`src/rtl/vlink_pass_mon.sv`:
```
module vlink_pass_mon #(
  parameter int LINES_W = 12,
  parameter int LEN_W   = 14,
  parameter int PER_W   = 20
) (
  input  logic             clk,
  input  logic             rst_n,
  input  logic             cfg_we,
  input  logic [6:0]       cfg_wdata,
  input  logic             rx_lock,
  input  logic             frame_start,
  input  logic             frame_end,
  input  logic             line_strobe,
  input  logic [LEN_W-1:0] line_len,
  input  logic             parity_err,
  input  logic             frozen,
  output logic             pass
);
  localparam int WD_W = PER_W + 1;

  logic [6:0] cfg_q;
  wire chk_lines  = cfg_q[0];
  wire chk_size   = cfg_q[1];
  wire chk_freeze = cfg_q[2];
  wire par_sticky = cfg_q[3];
  wire wdog_off   = cfg_q[4];
  wire [1:0] thr  = cfg_q[6:5];

  logic               in_frame, frm_bad, frz_hold;
  logic [LINES_W-1:0] lcnt, ref_lines;
  logic [LEN_W-1:0]   cur_size, ref_size;
  logic               ref_valid;
  logic [1:0]         vcnt;
  logic [PER_W-1:0]   per_cnt, period;
  logic               seen_start, per_valid;
  logic [WD_W-1:0]    wd_cnt;

  wire eval      = rx_lock && frame_end && in_frame;
  wire lines_bad = eval && ref_valid && chk_lines && (lcnt != ref_lines);
  wire size_bad  = eval && ref_valid && chk_size && (cur_size != ref_size);
  wire par_hard  = parity_err && par_sticky;
  wire frz_now   = chk_freeze && frozen;
  wire timeout   = per_valid && !wdog_off && (thr != 2'd0) && (wd_cnt >= {period, 1'b0});
  wire fail      = lines_bad || size_bad || par_hard || frz_now || timeout;
  wire good_end  = eval && !fail && !frm_bad && !frz_hold;

  logic [1:0] vcnt_n;
  logic       hold_n, pass_n;

  always_comb begin
    if (!rx_lock || fail)              vcnt_n = 2'd0;
    else if (good_end && (vcnt < thr)) vcnt_n = vcnt + 2'd1;
    else                               vcnt_n = vcnt;

    if (!rx_lock || !chk_freeze) hold_n = 1'b0;
    else if (frozen)             hold_n = 1'b1;
    else if (eval)               hold_n = 1'b0;
    else                         hold_n = frz_hold;

    pass_n = rx_lock && !fail && !hold_n && !parity_err && (vcnt_n >= thr);
  end

  always_ff @(posedge clk or negedge rst_n) begin
    if (!rst_n) cfg_q <= '0;
    else if (cfg_we) cfg_q <= cfg_wdata;
  end

  always_ff @(posedge clk or negedge rst_n) begin
    if (!rst_n) begin
      in_frame <= 1'b0;
      frm_bad  <= 1'b0;
      lcnt     <= '0;
      cur_size <= '0;
    end else if (!rx_lock) begin
      in_frame <= 1'b0;
      frm_bad  <= 1'b0;
      lcnt     <= '0;
    end else if (frame_start) begin
      in_frame <= 1'b1;
      frm_bad  <= par_hard || timeout || frz_now;
      lcnt     <= line_strobe ? LINES_W'(1) : '0;
      if (line_strobe) cur_size <= line_len;
    end else begin
      if (frame_end) in_frame <= 1'b0;
      frm_bad <= frm_bad || par_hard || timeout || frz_now;
      if (line_strobe && in_frame) begin
        if (lcnt == '0) cur_size <= line_len;
        if (lcnt != '1) lcnt <= lcnt + 1'b1;
      end
    end
  end

  always_ff @(posedge clk or negedge rst_n) begin
    if (!rst_n) begin
      ref_valid <= 1'b0;
      ref_lines <= '0;
      ref_size  <= '0;
    end else if (!rx_lock) begin
      ref_valid <= 1'b0;
    end else if (eval) begin
      ref_valid <= 1'b1;
      ref_lines <= lcnt;
      ref_size  <= cur_size;
    end
  end

  always_ff @(posedge clk or negedge rst_n) begin
    if (!rst_n) begin
      per_cnt    <= '0;
      period     <= '0;
      seen_start <= 1'b0;
      per_valid  <= 1'b0;
    end else if (!rx_lock) begin
      per_cnt    <= '0;
      seen_start <= 1'b0;
      per_valid  <= 1'b0;
    end else if (frame_start) begin
      per_cnt    <= '0;
      seen_start <= 1'b1;
      if (seen_start) begin
        period    <= (per_cnt == '1) ? per_cnt : per_cnt + 1'b1;
        per_valid <= 1'b1;
      end
    end else if (per_cnt != '1) begin
      per_cnt <= per_cnt + 1'b1;
    end
  end

  always_ff @(posedge clk or negedge rst_n) begin
    if (!rst_n)                      wd_cnt <= '0;
    else if (!rx_lock || frame_end)  wd_cnt <= '0;
    else if (wd_cnt != '1)           wd_cnt <= wd_cnt + 1'b1;
  end

  always_ff @(posedge clk or negedge rst_n) begin
    if (!rst_n) begin
      vcnt     <= '0;
      frz_hold <= 1'b0;
      pass     <= 1'b0;
    end else begin
      vcnt     <= vcnt_n;
      frz_hold <= hold_n;
      pass     <= pass_n;
    end
  end
endmodule

```
`config.mk`:
```
export PLATFORM = sky130hd
export DESIGN_NAME = vlink_pass_mon
export DESIGN_NICKNAME = d
export VERILOG_FILES = /design/src/rtl/vlink_pass_mon.sv
export SDC_FILE = /design/constraint.sdc
export NUM_CORES = 1
export LEC_CHECK = 0
export BUFFER_PORTS_ARGS = -buffer_cell sky130_fd_sc_hd__buf_2
export CAP_MARGIN = 5
export CORE_MARGIN = 4
export CORE_UTILIZATION = 55
export DETAILED_ROUTE_END_ITERATION = 10
export GPL_ROUTABILITY_DRIVEN = 0
export PLACE_DENSITY = 0.82
export SLEW_MARGIN = 10
export SYNTH_ARGS = -nofsm -noshare
export SYNTH_HDL_FRONTEND = slang
export SYNTH_SLANG_ARGS = --single-unit
```
`constraint.sdc`:
```
create_clock -name clk -period 2.85 [get_ports clk]
set_input_delay 0.1425 -clock clk [delete_from_list [all_inputs] [get_ports clk]]
set_output_delay 0.1425 -clock clk [all_outputs]
set_load 0.03 [all_outputs]
```
==> impl_metrics.env <==
export IMPL_outcome="complete, no violations"
export IMPL_holdCritPathClass="primary input to flop"
export IMPL_hpwl_um=9040
export IMPL_cts_made_buffers=17
export IMPL_root_buffer="clkbuf_16"
export IMPL_grt_pass1_wl_um=25400
export IMPL_row_count=39
export IMPL_grt_pass1_vias=5241
export IMPL_p_per_area_nw_per_um2=617
export IMPL_grt_max_degree=83
export IMPL_area_growth_pct=20.1
export IMPL_fill_cells=767
export IMPL_cp_required_ns=3.16
export IMPL_cts_sinks=129
export IMPL_ys_types=52
export IMPL_dieArea_um2=13500
export IMPL_nets=742
export IMPL_placed_cell_area_um2=6810
export IMPL_synth_seq_cells=129
export IMPL_dr_first_iter_drc_count=433
export IMPL_power_w=0.00477
export IMPL_netlist_area_leader_share_pct=50.2
export IMPL_worstPathMaxFanout=3
export IMPL_clockBufferDepth=2
export IMPL_drive_above_1_share_pct=20.8
export IMPL_io_pins=31
export IMPL_relSlewSlack_pct=26.6
export IMPL_overflow=0
export IMPL_clk_latency_ns=0.42
export IMPL_synthMostInstantiatedCell="dfrtp_1"
export IMPL_num_antenna_cells=0
export IMPL_routedWlPerCell_um=18.6
export IMPL_via_per_inst=5.92
export IMPL_combPwrFrac_pct=9.7
export IMPL_coreArea_um2=11400
export IMPL_cap_violations=0
export IMPL_drc=0
export IMPL_syn_nets=670
export IMPL_critPathKind="flop to flop"
export IMPL_postLayoutCellArea_um2=7730
export IMPL_fin_cells=841
export IMPL_antenna_found_initial=0
export IMPL_setup_viol=0
export IMPL_first_pass_iters=8
export IMPL_ys_seq_area_share_pct=50.2
export IMPL_start_util_pct=56.4
export IMPL_die_h_um=116
export IMPL_syn_inst=613
export IMPL_p_clk_share_pct=46.2
export IMPL_clock_skew_ns=0.0112
export IMPL_ir_worst_vdd_v=0.000528
export IMPL_switching_power_w=0.00124
export IMPL_hold_viol_final=0
export IMPL_syn_cell_area_um2=6440
export IMPL_ys_top_cells_by_count="dfrtp_1 (129), nor2_1 (63), nand2_1 (60)"
export IMPL_clock_fmax_mhz=354
export IMPL_chipWidth_um=116
export IMPL_via_count=4976
export IMPL_min_period_ns=2.83
export IMPL_cts_tree="done"
export IMPL_crit_path_end_kind="flop"
export IMPL_drt_total_wl_um=15600
export IMPL_p_int_w=0.00353
export IMPL_ys_warn_count=0
export IMPL_synth_area_leaders="dfrtp_1 (50%), mux2_2 (7.5%), xor2_1 (6.9%)"
export IMPL_grt_use_total_pct=24.3
export IMPL_synth_edf_count=0
export IMPL_synth_top_flop_cell="dfrtp_1"
export IMPL_syn_area_per_cell_um2=10.5
export IMPL_fin_crit_sh_pct=99.2
export IMPL_portBuffers=30
export IMPL_path_clk_slew_ns=0.06
export IMPL_yosysTopAreaCell="dfrtp_1"
export IMPL_leakagePower_nw=3.54
export IMPL_dp_cells=781
export IMPL_p_seq_share_pct=44.1
export IMPL_startpoint_type="flop"
export IMPL_arrival_ns=3.14
export IMPL_antenna_left=0
export IMPL_slew_violations=0
export IMPL_p_sw_share_pct=26.0
export IMPL_async_reset_ff_share_pct=100
export IMPL_cts_max_level=4
export IMPL_grt_setup_unrepaired="yes"
export IMPL_worstMarginPinSlew_ns=1.10
## what timing repair did
action                                  in CTS  in global routing
endpoints found under the setup margin       1                  1
gates resized for setup                      3                 10
endpoints found under the hold margin       69                  0
setup buffers                                0                  5
hold buffers                                23                  0
pin swaps                                    1                  7
## metal layers
layer,GRT usage (%),up-vias,routed length (um)
li1,-,2265,-
met1,27.0,2482,5960
met2,43.6,169,8410
met3,6.27,60,740
met4,11.1,0,545
met5,0,-,0
## cell type report
class                   count  area (um2)  share of cell area [%]
clock buffers              18         439                    5.68
multi-input cells         434        3070                    39.7
inverters                  28         105                    1.36
clock inverters            14         154                    1.99
repair buffers             75         561                    7.25
well taps                 143         179                    2.31
flip-flops and latches    129        3230                    41.8
## worst max-delay path, stage by stage (launching register included)
cell	delay (ns)
dfrtp_1	0.39
inv_2	0.08
ha_4	0.21
and4_1	0.22
a221o_1	0.37
a222oi_1	0.24
a21boi_2	0.22
buf_4	0.13
and4_1	0.24
ha_1	0.25
a21oi_1	0.14
nor3_1	0.05
and4_1	0.19
## state kept, by name, indices dropped and copies added, names as in the netlist, 2 cells and up
signal	flops
lcnt	12
cur_size	14
cfg_q	7
ref_size	14
ref_lines	12
wd_cnt	21
vcnt	2
per_cnt	20
period	20
## cells in the final DEF (no fill, tap or decap), drive strengths merged, types with 2 or more instances in the layout
cell	count
a222oi	2
mux2i	4
or3	3
buf	52
o31ai	2
xor2	51
ha	27
mux2	43
nand3	26
nor4b	4
nand2b	4
dfrtp	129
nand2	60
nor4	11
a21oi	19
or2	2
bufinv	2
dlygate4sd3	23
clkinvlp	2
nand4	18
nor2	63
nor3	9
a21boi	4
and4	9
nor3b	2
inv	33
and3	7
clkinv	5
xnor2	18
clkbuf	18
o21ai	30
and3b	2
## kinds of logic (layout without fill, tap and decap cells)
family,count (synthesis),in the layout,share of synthesized area (%)
adder cells (fa/ha/maj),27,27,5.25
multiplexers,47,47,8.15
flip-flops,129,129,50.2
buffers and inverters,50,135,3.11
AND/OR/NAND/NOR,224,224,17.7
XOR/XNOR,69,69,9.39
AO/OA/AOI/OAI,67,67,6.22
## power groups by stage
| stage | clock network (W) | registers, W | logic (W) |
|---|---|---|---|
| 2_1_floorplan | 0 | 0.00209 | 0.000286 |
| 3_3_place_gp | 0 | 0.00210 | 0.000385 |
| 3_5_place_dp | 0 | 0.00212 | 0.000406 |
| 4_1_cts | 0.00221 | 0.00209 | 0.000442 |
| 5_1_grt | 0.00231 | 0.00211 | 0.000506 |
| 6_report | 0.00220 | 0.00210 | 0.000462 |
## per-stage QoR
step / hold slack (ns) / utilization [%] / setup slack (ns) / setup TNS (ns)
2_1_floorplan: -0.153 / - / 0.0741 / 0
3_5_place_dp: 0.209 / 59.7 / -0.118 / -0.118
6_report: 0.0432 / 67.7 / 0.0239 / 0
5_1_grt: 0.0459 / 67.7 / -0.0848 / -0.0848
4_1_cts: 0.00451 / 66.9 / 0.00545 / 0
3_3_place_gp: 0.197 / 59.7 / -0.00243 / -0.00243
## path summary, 6_finish.rpt
path                       slack (ns)         from          to  cells after the start
setup reg to reg                 0.02   period[18]        pass                     12
hold reg to reg                  0.48   seen_start  seen_start                      1
hold / removal                   0.04  line_strobe     lcnt[0]                      2
max in group asynchronous        1.70        rst_n     vcnt[1]                      3
setup / recovery                 0.02   period[18]        pass                     12
min in group asynchronous        0.29        rst_n   wd_cnt[7]                      2
No activity file was read; power rests on OpenSTA's default activity.
